`src/rtl/ref_gen_pkg.sv`:
```
package ref_gen_pkg;
  typedef enum logic [1:0] {
    HS_IDLE = 2'd0,
    HS_REQ  = 2'd1,
    HS_DROP = 2'd2
  } hs_state_t;
endpackage

```
`src/rtl/ref_sync.sv`:
```
module ref_sync #(
  parameter int W      = 1,
  parameter int STAGES = 2
) (
  input  logic         clk,
  input  logic         rst,
  input  logic [W-1:0] d,
  output logic [W-1:0] q
);
  logic [STAGES-1:0][W-1:0] pipe;

  always_ff @(posedge clk) begin
    if (rst) pipe <= '0;
    else     pipe <= {pipe[STAGES-2:0], d};
  end

  assign q = pipe[STAGES-1];
endmodule

```
`src/rtl/ref_interval_timer.sv`:
```
module ref_interval_timer #(
  parameter int W = 16
) (
  input  logic         clk,
  input  logic         rst,
  input  logic         run,
  input  logic [W-1:0] cfg_interval,
  output logic         tick
);
  logic [W-1:0] cnt;

  always_ff @(posedge clk) begin
    if (rst || !run || cfg_interval == '0) begin
      cnt  <= '0;
      tick <= 1'b0;
    end else if (cnt >= cfg_interval - 1'b1) begin
      cnt  <= '0;
      tick <= 1'b1;
    end else begin
      cnt  <= cnt + 1'b1;
      tick <= 1'b0;
    end
  end
endmodule

```
`src/rtl/ref_lane.sv`:
```
module ref_lane
  import ref_gen_pkg::*;
#(
  parameter int MAX_OWED = 6,
  parameter int TO_W     = 8,
  localparam int OWED_W  = $clog2(MAX_OWED + 2)
) (
  input  logic            clk,
  input  logic            rst,
  input  logic            tick,
  input  logic            go,
  input  logic            ack_s,
  input  logic [TO_W-1:0] cfg_timeout,
  output logic            en,
  output logic            idle,
  output logic            pending,
  output logic            owed_hi,
  output logic            timeout
);
  hs_state_t         state;
  logic [OWED_W-1:0] owed;
  logic [TO_W-1:0]   tcnt;
  logic              done;

  assign done    = (state == HS_DROP) && !ack_s;
  assign idle    = (state == HS_IDLE);
  assign pending = (owed != '0);
  assign owed_hi = (owed >= OWED_W'(MAX_OWED));

  always_ff @(posedge clk) begin
    if (rst) begin
      owed <= '0;
    end else begin
      case ({tick, done})
        2'b10:   if (owed != '1) owed <= owed + 1'b1;
        2'b01:   if (owed != '0) owed <= owed - 1'b1;
        default: owed <= owed;
      endcase
    end
  end

  always_ff @(posedge clk) begin
    if (rst) begin
      state   <= HS_IDLE;
      en      <= 1'b0;
      tcnt    <= '0;
      timeout <= 1'b0;
    end else begin
      case (state)
        HS_IDLE: begin
          if (go && pending) begin
            state <= HS_REQ;
            en    <= 1'b1;
            tcnt  <= '0;
          end
        end
        HS_REQ: begin
          if (ack_s) begin
            state <= HS_DROP;
            en    <= 1'b0;
          end else if (cfg_timeout != '0) begin
            if (tcnt != cfg_timeout) tcnt <= tcnt + 1'b1;
            else                     timeout <= 1'b1;
          end
        end
        HS_DROP: begin
          if (!ack_s) state <= HS_IDLE;
        end
        default: begin
          state <= HS_IDLE;
          en    <= 1'b0;
        end
      endcase
    end
  end
endmodule

```
`src/rtl/ref_req_gen.sv`:
```
module ref_req_gen #(
  parameter int NUM_RANKS   = 4,
  parameter int NUM_CH      = 2,
  parameter int IVL_W       = 16,
  parameter int TO_W        = 8,
  parameter int SYNC_STAGES = 2,
  parameter int MAX_OWED    = 6,
  localparam int LANES      = NUM_CH * NUM_RANKS
) (
  input  logic                 clk,
  input  logic                 rst,
  input  logic                 cal_done_async,
  input  logic [LANES-1:0]     ref_ack_async,
  input  logic [IVL_W-1:0]     cfg_interval,
  input  logic [NUM_RANKS-1:0] cfg_rank_mask,
  input  logic                 cfg_group,
  input  logic                 cfg_lockstep_ch,
  input  logic [TO_W-1:0]      cfg_ack_timeout,
  output logic [LANES-1:0]     ref_en,
  output logic                 owed_err,
  output logic [LANES-1:0]     ack_timeout
);
  logic [LANES-1:0] ack_s;
  logic             cal_ok;
  logic             cal_seen;
  logic             tick;
  logic [LANES-1:0] active;
  logic [LANES-1:0] idle;
  logic [LANES-1:0] pending;
  logic [LANES-1:0] owed_hi;
  logic             group_go;

  ref_sync #(.W(LANES + 1), .STAGES(SYNC_STAGES)) u_sync (
    .clk (clk),
    .rst (rst),
    .d   ({cal_done_async, ref_ack_async}),
    .q   ({cal_ok, ack_s})
  );

  always_ff @(posedge clk) begin
    if (rst) cal_seen <= 1'b0;
    else     cal_seen <= cal_seen | cal_ok;
  end

  ref_interval_timer #(.W(IVL_W)) u_timer (
    .clk          (clk),
    .rst          (rst),
    .run          (cal_seen),
    .cfg_interval (cfg_interval),
    .tick         (tick)
  );

  assign group_go = (|active) && (&(~active | (idle & pending)));

  for (genvar c = 0; c < NUM_CH; c++) begin : g_ch
    for (genvar r = 0; r < NUM_RANKS; r++) begin : g_rank
      localparam int L = c * NUM_RANKS + r;
      logic lane_go;

      if (c == 0) begin : g_primary
        assign active[L] = cfg_rank_mask[r];
      end else begin : g_secondary
        assign active[L] = cfg_rank_mask[r] & cfg_lockstep_ch;
      end

      assign lane_go = cal_ok && active[L] && (!cfg_group || group_go);

      ref_lane #(.MAX_OWED(MAX_OWED), .TO_W(TO_W)) u_lane (
        .clk         (clk),
        .rst         (rst),
        .tick        (tick & active[L]),
        .go          (lane_go),
        .ack_s       (ack_s[L]),
        .cfg_timeout (cfg_ack_timeout),
        .en          (ref_en[L]),
        .idle        (idle[L]),
        .pending     (pending[L]),
        .owed_hi     (owed_hi[L]),
        .timeout     (ack_timeout[L])
      );
    end
  end

  always_ff @(posedge clk) begin
    if (rst) owed_err <= 1'b0;
    else     owed_err <= owed_err | (|owed_hi);
  end
endmodule

```
`config.mk`:
```
export PLATFORM = sky130hd
export DESIGN_NAME = ref_req_gen
export DESIGN_NICKNAME = d
export VERILOG_FILES = /design/src/rtl/ref_gen_pkg.sv /design/src/rtl/ref_sync.sv /design/src/rtl/ref_interval_timer.sv /design/src/rtl/ref_lane.sv /design/src/rtl/ref_req_gen.sv
export SDC_FILE = /design/constraint.sdc
export NUM_CORES = 1
export LEC_CHECK = 0
export ABC_AREA = 1
export BUFFER_PORTS_ARGS = -buffer_cell sky130_fd_sc_hd__buf_2
export CAP_MARGIN = 20
export CORE_ASPECT_RATIO = 0.75
export CORE_MARGIN = 4
export CORE_UTILIZATION = 46
export CTS_CLUSTER_DIAMETER = 40
export DETAILED_ROUTE_END_ITERATION = 10
export GPL_ROUTABILITY_DRIVEN = 0
export GPL_TIMING_DRIVEN = 0
export PLACE_DENSITY = 0.71
export SLEW_MARGIN = 20
export SYNTH_ARGS = -nofsm -noshare
export SYNTH_HDL_FRONTEND = slang
export SYNTH_SLANG_ARGS = --single-unit
```
`constraint.sdc`:
```
create_clock -name clk -period 2.5 [get_ports clk]
set_clock_uncertainty 0.2 [all_clocks]
set_input_delay 0.125 -clock clk [delete_from_list [all_inputs] [get_ports clk]]
set_output_delay 0.125 -clock clk [all_outputs]
set_load 0.02 [all_outputs]
```
Word level (Yosys, flattened, before mapping)
Cells that the tools add are included.
{"block": "totals", "ff_bits": 157, "inputBits": 41, "out_inout_bits": 17}
{"block": "classes", "n_addsub": 26, "magnitude_cmp": 9, "n_eq_ne": 112, "n_mux": 121, "bitwise_logic": 41, "reduce_logical": 124}
{"operator": "$mux 8", "n": 32}
{"operator": "$pmux 8 s2", "n": 8}
{"operator": "$ne 2x2->1 const B", "n": 39}
{"operator": "$reduce_and 3->1", "n": 24}
{"operator": "$add 8x1->8 const B", "n": 8}
{"operator": "$ne 8x8->1", "n": 8}
{"operator": "$ne 2x1->1 const B", "n": 25}
{"operator": "$mux 2", "n": 24}
{"operator": "$mux 3", "n": 16}
{"operator": "$pmux 2 s3", "n": 8}
{"operator": "$pmux 3 s2", "n": 8}
{"operator": "$reduce_and 5->1", "n": 8}
{"operator": "$logic_and 1x1->1", "n": 33}
{"operator": "$eq 2x1->1 const B", "n": 16}
{"operator": "$eq 2x2->1 const B", "n": 16}
{"operator": "$reduce_and 4->1", "n": 8}
{"operator": "$reduce_bool 2->1", "n": 16}
{"operator": "$add 3x1->3 const B", "n": 8}
{"operator": "$ge 3x3->1 const B", "n": 8}
{"operator": "$ne 3x3->1 const B", "n": 8}
{"operator": "$not 1->1", "n": 24}
{"operator": "$pmux 1 s3", "n": 8}
{"operator": "$reduce_bool 3->1", "n": 8}
{"operator": "$sub 3x1->3 const B", "n": 8}
{"operator": "other kinds (17)", "n": 64}

Depth between registers and ports, before layout
Gate-level depths: netlist (run 1).
{"block": "logic_depth", "ltp_word": 10, "ltp_mapped": 15, "mapped_depth_nobuf": 15}

By module
A second synthesis (run 1) with hierarchy kept.
{"block": "hier_totals", "hier_cells": 1623, "hier_area_um2": 10575.1}
{"mod": "ref_lane (g_ch[0].g_rank[0].u_lane ...)", "n_inst": 4, "cells_each": 166, "area_per_inst_um2": 1044.8, "seq_area_each_um2": 300.3}
{"mod": "ref_lane (g_ch[0].g_rank[2].u_lane ...)", "n_inst": 4, "cells_each": 149, "area_per_inst_um2": 968.4, "seq_area_each_um2": 300.3}
{"mod": "ref_interval_timer", "n_inst": 1, "cells_each": 229, "area_per_inst_um2": 1550.2, "seq_area_each_um2": 340.3}
{"mod": "ref_sync", "n_inst": 1, "cells_each": 65, "area_per_inst_um2": 589.3, "seq_area_each_um2": 360.3}
{"mod": "ref_req_gen", "n_inst": 1, "cells_each": 69, "area_per_inst_um2": 382.9, "seq_area_each_um2": 40.0}

Least setup slack after synthesis (run 1)
No wires, ideal clock.
{"block": "synth_timing", "kind": "in2reg", "start": "input cfg_interval[0]", "end": "register u_timer.cnt[0]", "setup_time_ps": 116, "arrival_time_ps": 2411, "t_required_ps": 2184, "slack_ps": -227, "cell_stages": 15, "path_buffers": 1, "path_cell_list": "inv_1 -> ha_1 -> nand2_1 -> nor4_1 -> nand2_1 -> nor2_1 -> xor2_1 -> inv_1 -> ha_1 -> nand4_1 -> nor3_1 -> nand3_1 -> nand4_1 -> buf_2 -> nor2_1"}
{"block": "synth_via", "elab_chain_len": 3, "elab_cells_between_ends": 5, "classes_between": "add/sub: 1; order compare: 1; reduce/logical: 3"}
{"item": "start: declaration", "line_no": "ref_req_gen.sv:14", "rtl": "input logic [IVL_W-1:0] cfg_interval,"}
{"item": "$sub 16x1->16 / $logic_not 16->1 (equally long branches)", "line_no": "ref_interval_timer.sv:16, ref_interval_timer.sv:13"}
{"item": "$ge 16x16->1 / $logic_or 1x1->1 (equally long branches)", "line_no": "ref_interval_timer.sv:16, ref_interval_timer.sv:13"}
{"item": "$reduce_or 2->1 (no source line) *"}
{"item": "end signal: assignment", "line_no": "ref_interval_timer.sv:20", "rtl": "cnt <= cnt + 1'b1;"}
{"item": "end: declaration", "line_no": "ref_interval_timer.sv:10", "rtl": "logic [W-1:0] cnt;"}
Mark *: on every way between the ends. The rest lies on a longest branch, timed or not.
A chain may end at the register's enable or synchronous reset.

Final worst setup path (run 1)
{"block": "layout_timing", "start": "input cfg_interval[1]", "end": "register u_timer.cnt[2]"}
Same word-level chain as after synthesis.

==> summary.md, run 1 <==
| Metric | Value |
|---|---|
| CP required | `2.65 ns` |
| Post-route cell area | `between 10000 and 15000 µm²` |
| Clk slew on worst S/H paths | `0.07 ns` |
| Skew-Pair Late Insertion Delay | `between 0.4 and 0.5 ns` |
| First-pass GRT wire length | `roughly 40 mm` |
| DR DRC count | `0` |
| Setup crit end kind | `flop` |
| Internal reg-to-reg setup slack | `0.20 ns` |
| H-tree levels | `4` |
| Synth area leaders | `dfxtp_1, nand2_1, nor2_1, inv_1, xnor2_1` |
| WHS Endpoint | `g_ch[1].g_rank[1].u_lane.en` |
| Worst Reg-to-Reg Cells | `10` |
| Buf/Inv on CP | `3` |
| Setup TNS | `0 ns` |
| Die W | `177 µm` |
| Cell repeated most along the worst path | `buf_4` |
| Cells after Synth | `between 1000 and 1500` |
| Static leakage | `4.85 nW` |
| Total CTS buffers | `17` |
| Final period util | `0.964` |
| Worst Tran Pin Value | `approximately 0.73 ns` |
| Data arrival time of the worst path | `2.56 ns` |
| Initial antenna violation count | `0` |
| FF-to-FF End | `g_ch[1].g_rank[2].u_lane.en` |
| Fmax | `415 MHz` |
| Worst Setup Start Kind | `input pin` |
| PwrDens | `just under 500 nW/µm²` |
| Worst-path fanout max | `5` |
| Top delay family on crit path | `simple AND/OR/NAND/NOR gates` |
| Outcome | `finished, final reports clean` |
| Vert. Die Dim | `approximately 130 µm` |
| Drt via density | `approximately 5.0` |
| Worst VDD drop | `between 0.5 and 0.6 mV` |
| Library cells used by synthesis | `46` |
| CTS tree | `built` |
| Yosys top cell area share | `0.319` |
| RR Startpoint | `g_ch[1].g_rank[3].u_lane.state[1]` |
| Core Rows | `between 40 and 50` |
| Total wire length | `roughly 25 mm` |
| HPWL after DPL | `between 15 and 20 mm` |
| Final Slew Violations | `0` |
| Mapped cell area | `roughly 9900 µm²` |
| Synth warn | `0` |
| Post-synth EDFFs | `0` |
| Worst slew margin | `0.511` |
| Total track usage | `0.210` |
| Crit path launch | `cfg_interval[1]` |
| Vias in the first global route | `8040` |
| Sequential cell area fraction in the yosys report | `0.319` |
| Iter 0 DRT Violations | `808` |
| Area grow syn2layout | `15.7%` |
| Count leader, synth | `nand2_1` |
| CTS Buffer Depth | `2` |
| Min-Delay Startpoint | `cfg_rank_mask[1]` |
| Post-synth top area cell | `dfxtp_1` |
| DR vias | `9196` |
| Syn Area/Cell | `6.79 µm²` |
| Primary FF master, synth | `dfxtp_1` |
| Setup CP Type | `input pin to flop` |
| MaxCap Viol Count | `0` |
| Hold Crit Class | `input pin to flop` |
| Starting Density | `0.466` |
| Asr flop ratio synth | `0` |
| Routed len/inst | `approximately 14 µm` |
| Sink Count | `157` |
| Grt ovf | `0` |
| Slowest stage cell, crit path | `nor4_1` |
| First-pass DRT Iterations | `5` |
| Synth cell count leaders | `nand2_1, nor2_1, inv_1, dfxtp_1, a21oi_1` |
| Num ports | `58` |
| Final nets | `about 1600` |
| Largest net degree at the start of global routing | `17` |
| # diodes | `0` |
| Worst hold path depth | `5` |
| Core area | `21100 µm²` |
| Fin Hold WS | `approximately 0.08 ns` |
| Fillers | `2036` |
| Cell Area, Placed | `between 10000 and 15000 µm²` |
| Die area | `roughly 24000 µm²` |
| # setup viols final | `0` |
| #FFs+latches synth | `roughly 160` |
| Share of cells above drive strength 1 | `0.127` |
| Final min period | `2.41 ns` |
| CTS root buf | `clkbuf_16` |
| Critical-path cell list | `buf_6 -> or2_1 -> nor2_1 -> nand2_2 -> buf_4 -> nor4_1 -> xnor2_1 -> ha_1 -> a21oi_1 -> o21ai_0 -> a21oi_2 -> nand4_1 -> buf_4 -> nor3_1` |
| Detail Route Antenna Nets | `0` |
| Unrepaired setup endpoints after global routing | `true` |
| Hold Vio Cnt, Final | `0` |
| Syn nets | `roughly 1500` |
| Slowest cell delay on critical path | `around 0.27 ns` |
| Count of input and output buffers | `48` |
## layer usage
| layer | wire length [µm] | GRT usage | vias up |
|---|---|---|---|
| met5 | 0 | 0 | - |
| met3 | 1390 | 0.0403 | 41 |
| met1 | 12400 | 0.306 | 4163 |
| li1 | - | - | 4752 |
| met2 | 10900 | 0.317 | 240 |
| met4 | 509 | 0.0644 | 0 |
## stage by stage
stage	power (mW)	utilization	worst slack (ns)	cells
5_1_grt	5.73	0.540	-0.0820	1841
2_1_floorplan	2.80	-	0.00390	1451
6_report	5.54	0.540	0.0897	1841
3_3_place_gp	2.92	0.497	-0.516	1787
4_1_cts	5.55	0.534	0.0136	1836
3_5_place_dp	2.92	0.497	-0.631	1787
## power by group
part,internal [mW],leakage (nW),switching [mW]
Sequential,2.52,1.27,0.00708
Combinational,0.141,3.31,0.236
Clock,1.56,0.272,1.08
Total,4.22,4.85,1.32
## how the worst max path moves through the flow
stage / to / slack, ns / depth (start not counted)
after detailed placement: u_timer.cnt[12] / -0.63 / 16
final: u_timer.cnt[2] / 0.09 / 14
after CTS: u_timer.cnt[4] / 0.01 / 16
after floorplan: u_timer.cnt[0] / 0.004 / 15
after global routing: u_timer.cnt[15] / -0.08 / 16
after global placement: u_timer.cnt[13] / -0.52 / 16
## cell families after synthesis
logic type | synth area share
and+or+nand+nor | 0.330
buffers and inverters | 0.107
AOI/OAI and AO/OA | 0.100
DFF | 0.319
xor gates and xnor gates | 0.0738
adders and majority gates | 0.0696
## worst reg2reg max path, stage by stage, from the launching register on
cell           delay [ns]
dfxtp_1              0.37
nor2_1               0.21
nand2_1              0.10
nand2_1              0.09
nand2_1              0.05
nor2_1               0.13
nand2_2              0.11
nand2_8              0.14
nand2_4              0.09
dlygate4sd3_1        0.60
a21oi_1              0.12
## cell usage in the layout (no fill, tap or decap), types with 4 or more instances in the layout
cell / synthesis / routed
nand2_1: 297 / 292
nor2_1: 253 / 244
inv_1: 174 / 173
dfxtp_1: 157 / 157
a21oi_1: 89 / 88
nand3_1: 76 / 76
o21ai_0: 75 / 74
xnor2_1: 65 / 65
buf_2: 3 / 48
ha_1: 42 / 40
buf_4: 23 / 30
nor3_1: 30 / 27
inv_2: 19 / 20
xor2_1: 18 / 18
clkbuf_16: 0 / 17
dlygate4sd3_1: 0 / 17
nand2_2: 11 / 15
nand3b_1: 14 / 14
clkbuf_1: 10 / 13
nand4_1: 12 / 12
nor2_2: 5 / 11
buf_6: 7 / 10
fa_1: 8 / 8
nand2_4: 6 / 7
a21boi_0: 6 / 6
nor4_1: 6 / 5
nand3_2: 5 / 5
nand4_2: 4 / 4
o21a_1: 4 / 4
## sequential cells by signal, summed over array words and instances, names as in the netlist
| signal | flops |
|---|---|
| cal_seen | 1 |
| g_ch.g_rank.u_lane.en | 8 |
| g_ch.g_rank.u_lane.owed | 24 |
| g_ch.g_rank.u_lane.state | 16 |
| g_ch.g_rank.u_lane.timeout | 8 |
| g_ch.g_rank.u_lane.tcnt | 64 |
| u_timer.tick | 1 |
| u_sync.q | 9 |
| owed_err | 1 |
| u_sync.pipe | 9 |
| u_timer.cnt | 16 |
## area by class of cell
cell class	count	area, µm²	area share
sequential	157	3140	0.276
timing repair buffer	72	475	0.0417
buffer	46	322	0.0282
clock buffer	20	437	0.0383
clock inverter	10	144	0.0126
multi-input combinational	1051	5770	0.507
inverter	197	742	0.0651
tap	288	360	0.0316
## timing repair
action                                 4_1_cts  5_1_grt
gates resized for setup                      1       21
hold buffers                                17        0
pin swaps                                    1        5
endpoints found under the hold margin       16        0
cloned                                       0        1
setup endpoints to repair                   15       18
buffers inserted                             2        4
No activity file was read; power rests on OpenSTA's default activity.
==> run 2, diff against run 1 <==
CTS_BUF_LIST = sky130_fd_sc_hd__clkbuf_8   (was unset)
==> run 2 against run 1 <==
- via count shrank 0.43%
- flip-flop and latch count is the same
- core utilization shrank 0.82 points
- sequential share of layout area grew 0.43 points
- total power shrank 12%
- die area is the same
- sequential power is essentially flat
- non-clock buffer count grew 3
- cell count grew 0.16%
- critical endpoint is now u_timer.cnt[6]
- largest power group is now registers
==> summary.md, run 2 (synthesis results as in run 1) <==
| Metric | Value |
|---|---|
| Initial antenna violation count | `0 (unchanged)` |
| Worst Setup Start Kind | `input pin` |
| Met1 GRT Util | `0.305 (-0.000752)` |
| Final period util | `0.974 (+0.00951)` |
| Setup CP Type | `input pin to flop` |
| Routed len/inst | `13.6 µm (-0.71%)` |
| Hold Vio Cnt, Final | `0 (unchanged)` |
| Crit path launch | `cfg_interval[1]` |
| Worst Tran Pin Value | `0.721 ns (-0.0128 ns)` |
| Top flop regs | `g_ch.g_rank.u_lane.tcnt (64), g_ch.g_rank.u_lane.owed (24)` |
| Area grow syn2layout | `13.9%` |
| Largest net degree at the start of global routing | `17 (unchanged)` |
| Core area | `21100 µm² (unchanged)` |
| Vias in the first global route | `7961 (-0.98%)` |
| Slowest stage cell, crit path | `nor4_1` |
| Total CTS buffers | `17 (unchanged)` |
| Skew-Pair Late Insertion Delay | `0.47 ns (+0.04 ns)` |
| Tot Pwr | `4.85 mW (-12%)` |
| Total wire length | `25.0 mm (-0.55%)` |
| Internal reg-to-reg setup slack | `0.18 ns (-0.02 ns)` |
| Worst VDD drop | `0.283 mV (-44%)` |
| Grt peak-use layer | `met2` |
| First-pass DRT Iterations | `5 (unchanged)` |
| Outcome | `finished, final reports clean` |
| Setup TNS | `0 ns (unchanged)` |
| Fmax | `411 MHz (-0.98%)` |
| PwrDens | `432 nW/µm² (-11%)` |
| Iter 0 DRT Violations | `699 (-13%)` |
| Num ports | `58 (unchanged)` |
| HPWL after DPL | `18.5 mm (unchanged)` |
| First-pass GRT wire length | `39.8 mm (-0.89%)` |
| Dpl cells | `1787 (unchanged)` |
| Slowest cell delay on critical path | `0.27 ns (about the same)` |
| GR Layer Usage met2 | `0.318 (+0.000850)` |
| Post-Layout Cell Count | `1844 (+0.16%)` |
| Drt via density | `4.97 (-0.60%)` |
| Share of cells above drive strength 1 | `0.127 (-0.000245)` |
| Critical path endpoint | `u_timer.cnt[6]` |
| Detail Route Antenna Nets | `0 (unchanged)` |
| MaxCap Viol Count | `0 (unchanged)` |
| Most common cell after layout, fill and taps aside | `nand2_1` |
| Worst slew margin | `0.519 (+0.00852)` |
| CTS root buf | `clkbuf_8` |
| # setup viols final | `0 (unchanged)` |
| Core Rows | `46 (unchanged)` |
| Static leakage | `4.79 nW (-1.3%)` |
| DR DRC count | `0 (unchanged)` |
| Final nets | `1636 (+0.18%)` |
| CP required | `2.70 ns (+0.05 ns)` |
| DR vias | `9156 (-0.43%)` |
| Starting Density | `0.466 (unchanged)` |
| Worst Reg-to-Reg Cells | `10 (unchanged)` |
| Final Slew Violations | `0 (unchanged)` |
| RR Startpoint | `g_ch[1].g_rank[3].u_lane.state[1]` |
| H-tree levels | `4 (unchanged)` |
| Critical-path cell list | `buf_6 -> or2_1 -> nor2_1 -> nand2_2 -> buf_4 -> nor4_1 -> xnor2_1 -> ha_1 -> a21oi_1 -> o21ai_0 -> a21oi_2 -> nand4_1 -> buf_4 -> buf_6 -> nor3_2` |
| Die area | `23800 µm² (unchanged)` |
| Setup crit end kind | `flop` |
| Largest reg by FF count | `g_ch.g_rank.u_lane.tcnt` |
| Vert. Die Dim | `135 µm (unchanged)` |
| Final min period | `2.43 ns (+0.0238 ns)` |
| FF-to-FF End | `g_ch[0].g_rank[3].u_lane.state[0]` |
| # diodes | `0 (unchanged)` |
| Data arrival time of the worst path | `2.63 ns (+0.07 ns)` |
| Sink Count | `157 (unchanged)` |
| Met3 GRT Util | `0.0358 (-0.00448)` |
| Largest register FFs | `64 (unchanged)` |
| CTS tree | `built` |
| Clk slew on worst S/H paths | `0.09 ns (+0.02 ns)` |
| Unrepaired setup endpoints after global routing | `true` |
| Fillers | `2064 (+1.4%)` |
| Die W | `177 µm (unchanged)` |
| Most frequent cells in the layout | `nand2_1, nor2_1, inv_1` |
| Count of input and output buffers | `48 (unchanged)` |
| Hold Crit Class | `input pin to flop` |
| Total track usage | `0.208 (-0.00215)` |
| Worst-path fanout max | `5 (unchanged)` |
| Grt ovf | `0 (unchanged)` |
| CTS Buffer Depth | `2 (unchanged)` |
==> run 2: critical path: cells and delay by family <==
kind	cells	cell delay, ns
AND/OR/NAND/NOR	6	1.07
buffers and inverters	4	0.57
AO/OA/AOI/OAI	3	0.44
adder cells (fa/ha/maj)	1	0.26
XOR/XNOR	1	0.17
==> run 2: metal layers <==
metal	vias to the layer above	part of all wire
met4	0	0.014
met5	-	0
met1	4164	0.50
met3	29	0.053
li1	4757	-
met2	206	0.44
==> run 2: stage by stage <==
stage	instance area, µm²	setup WS [ns]	hold WS [ns]	util
floorplan	9900	0.00390	0.0320	-
global placement	10500	-0.516	0.126	0.497
detailed placement	10500	-0.631	0.131	0.497
CTS	11100	0.0196	0.00226	0.524
global route	11200	-0.0564	0.0548	0.531
finish	11200	0.0659	0.0313	0.531
==> run 2: final cells by class <==
type                            instances  area [µm²]  share of cell area
Timing Repair Buffer                   75         502              0.0447
Tap cell                              288         360              0.0321
Clock inverter                         13         155              0.0138
Inverter                              197         742              0.0661
Clock buffer                           17         234              0.0208
Multi-Input combinational cell       1051        5760               0.514
Buffer                                 46         322              0.0287
Sequential cell                       157        3140               0.280
==> run 2: power by group <==
part	switching, mW	internal [mW]	total [mW]
clock	0.985	0.966	1.95
sequential	0.00683	2.51	2.52
combinational	0.234	0.143	0.377
==> run 2: worst min path at each step <==
stage | startpoint | end | slack [ns] | cells after the start
2_1_floorplan | ref_ack_async[0] | u_sync.pipe[0] | 0.03 | 2
3_3_place_gp | ref_ack_async[4] | u_sync.pipe[4] | 0.13 | 3
3_5_place_dp | ref_ack_async[0] | u_sync.pipe[0] | 0.13 | 3
4_1_cts | cfg_rank_mask[1] | g_ch[1].g_rank[1].u_lane.en | 0.002 | 5
5_1_grt | cfg_rank_mask[1] | g_ch[1].g_rank[1].u_lane.en | 0.05 | 5
6_report | cfg_rank_mask[1] | g_ch[1].g_rank[1].u_lane.en | 0.03 | 5
==> run 2: what timing repair did <==
action,CTS,global route
gates resized for setup,0,19
pin swaps,1,8
gates cloned,0,1
buffers inserted,1,7
hold buffers,18,0
setup endpoints to repair,11,16
hold endpoints to repair,22,0
==> run 3, diff against run 2 <==
GPL_TIMING_DRIVEN = unset   (was 0)
==> run 3 against run 2 <==
- flip-flop and latch count unchanged
- die area did not move
- critical path depth decreased by 7
- global-route usage shrank 1.2 points
- via count is 2.6% lower
- non-clock buffer count shrank 18
- register-to-register slack better by 0.03 ns
- cell area down 1.5%
- core utilization shrank 0.79 points
- sequential power barely moved
==> summary.md, run 3 (synthesis results as in run 1) <==
| Metric | Value |
|---|---|
| Outcome | `finished, final reports clean` |
| Largest register FFs | `64 (unchanged)` |
| Initial antenna violation count | `0 (unchanged)` |
| CP required | `2.71 ns (about the same)` |
| Crit path launch | `cfg_lockstep_ch` |
| Final nets | `1618 (-1.1%)` |
| Slowest stage cell, crit path | `dlygate4sd3_1` |
| Vert. Die Dim | `135 µm (unchanged)` |
| Worst Reg-to-Reg Cells | `11 (+1)` |
| # setup viols final | `0 (unchanged)` |
| HPWL after DPL | `17.0 mm (-8.1%)` |
| Top delay family on crit path | `buffers and inverters` |
| Most frequent cells in the layout | `nand2_1, nor2_1, inv_1` |
| Worst Tran Pin Value | `0.531 ns (-0.190 ns)` |
| DR vias | `8917 (-2.6%)` |
| Critical-path cell list | `dlygate4sd3_1 -> buf_2 -> nand2_1 -> dlygate4sd3_1 -> nor3_1 -> nand2_4 -> dlygate4sd3_1 -> a21oi_1` |
| Post-route cell area | `11100 µm² (-1.5%)` |
| Setup crit end kind | `flop` |
| Cell Area, Placed | `10400 µm² (-0.73%)` |
| Hold Vio Cnt, Final | `0 (unchanged)` |
| Top flop regs | `g_ch.g_rank.u_lane.tcnt (64), g_ch.g_rank.u_lane.owed (24)` |
| Share of cells above drive strength 1 | `0.120 (-0.00648)` |
| Data arrival time of the worst path | `2.59 ns (-0.04 ns)` |
| Die W | `177 µm (unchanged)` |
| Fin util | `0.523 (-0.00788)` |
| Worst path depth | `8 (-7)` |
| Final min period | `2.38 ns (-0.0567 ns)` |
| Most common cell after layout, fill and taps aside | `nand2_1` |
| FF-to-FF End | `g_ch[0].g_rank[0].u_lane.en` |
| PwrDens | `444 nW/µm² (+2.7%)` |
| Worst VDD drop | `0.305 mV (+7.6%)` |
| Internal reg-to-reg setup slack | `0.21 ns (+0.03 ns)` |
| Die area | `23800 µm² (unchanged)` |
| Starting Density | `0.466 (unchanged)` |
| Sequential cell area in the final layout | `3140 µm² (unchanged)` |
| Static leakage | `4.72 nW (-1.5%)` |
| Area grow syn2layout | `12.2%` |
| First-pass GRT wire length | `38.2 mm (-4.1%)` |
| Sink Count | `157 (unchanged)` |
| Skew-Pair Late Insertion Delay | `0.48 ns (about the same)` |
| Total wire length | `23.2 mm (-7.2%)` |
| Worst slew margin | `0.643 (+0.124)` |
| CTS root buf | `clkbuf_8` |
| Slowest cell delay on critical path | `0.59 ns (+0.32 ns)` |
| Core Rows | `46 (unchanged)` |
| Total track usage | `0.197 (-0.0118)` |
| Num ports | `58 (unchanged)` |
| Largest net degree at the start of global routing | `100 (+83)` |
| Setup CP Type | `input pin to flop` |
| Worst Setup Start Kind | `input pin` |
| RR Startpoint | `g_ch[0].g_rank[3].u_lane.owed[0]` |
| Fin Hold WS | `0.0435 ns (+0.0122 ns)` |
| Count of input and output buffers | `57 (+19%)` |
| H-tree levels | `4 (unchanged)` |
| Worst-path fanout max | `6 (+1)` |
| Critical path endpoint | `g_ch[1].g_rank[2].u_lane.en` |
| Final period util | `0.951 (-0.0227)` |
| Grt ovf | `0 (unchanged)` |
| Routed len/inst | `12.7 µm (-6.4%)` |
| First-pass DRT Iterations | `5 (unchanged)` |
| Fmax | `421 MHz (+2.4%)` |
| # diodes | `0 (unchanged)` |
| Setup TNS | `0 ns (unchanged)` |
| CTS Buffer Depth | `2 (unchanged)` |
| Final Slew Violations | `0 (unchanged)` |
| Total CTS buffers | `17 (unchanged)` |
| Multi-input gate area | `5710 µm² (-0.98%)` |
| MaxCap Viol Count | `0 (unchanged)` |
| Vias in the first global route | `7937 (-0.30%)` |
| Buf/Inv on CP | `4 (unchanged)` |
| Largest reg by FF count | `g_ch.g_rank.u_lane.tcnt` |
| Hold Crit Class | `input pin to flop` |
| CTS tree | `built` |
| Fillers | `2129 (+3.1%)` |
| Detail Route Antenna Nets | `0 (unchanged)` |
| Core area | `21100 µm² (unchanged)` |
| Iter 0 DRT Violations | `593 (-15%)` |
| DR DRC count | `0 (unchanged)` |
| Cell repeated most along the worst path | `dlygate4sd3_1` |
| Clk slew on worst S/H paths | `0.09 ns (about the same)` |
| Drt via density | `4.88 (-1.8%)` |
==> run 3: worst min-delay path: cells and delay by family <==
family / cells / cell delay [ns]
buffers and inverters: 2 / 0.21
and+or+nand+nor: 2 / 0.25
AOI/OAI and AO/OA: 1 / 0.09
==> run 3: how the worst min path moves through the flow <==
stage	endpoint	from	slack, ns	depth (start not counted)
global route	g_ch[0].g_rank[1].u_lane.en	cfg_rank_mask[1]	0.09	5
detailed placement	u_sync.pipe[8]	cal_done_async	0.13	3
finish	g_ch[0].g_rank[2].u_lane.state[0]	cfg_rank_mask[2]	0.04	5
CTS	g_ch[0].g_rank[2].u_lane.state[0]	cfg_rank_mask[2]	0.009	5
global placement	u_sync.pipe[8]	cal_done_async	0.13	3
floorplan	u_sync.pipe[0]	ref_ack_async[0]	0.03	2
==> run 3: metal layers <==
layer  vias up  track usage  part of all wire
li1       4732            -                 -
met3        31       0.0397             0.045
met5         -            0                 0
met4         0       0.0558             0.017
met2       158        0.301              0.44
met1      3996        0.282              0.50
==> run 3: where the power goes <==
group / internal, mW / switching, mW
registers: 2.51 / 0.00755
logic: 0.146 / 0.213
clock network: 0.924 / 1.10
total: 3.58 / 1.32
==> run 3: layout make-up <==
cell class,instances,area share
inverter,197,0.0671
multi-input combinational,1051,0.516
tap,288,0.0326
clock buffer,17,0.0212
timing repair buffer,103,0.0627
sequential,157,0.284
clock inverter,15,0.0158
==> run 3: through the flow <==
stage / power [mW] / std cells / setup WS [ns]
3_5_place_dp: 2.91 / 1775 / -0.255
3_3_place_gp: 2.91 / 1775 / -0.154
6_report: 4.91 / 1828 / 0.123
5_1_grt: 5.09 / 1828 / -0.0434
4_1_cts: 4.94 / 1827 / 0.169
2_1_floorplan: 2.80 / 1451 / 0.00390
==> run 3: what timing repair did <==
| item | 4_1_cts | 5_1_grt |
|---|---|---|
| hold buffers | 20 | 0 |
| resized for setup | 0 | 3 |
| endpoints found under the setup margin | 0 | 16 |
| endpoints found under the hold margin | 41 | 0 |
| buffers inserted | 0 | 1 |
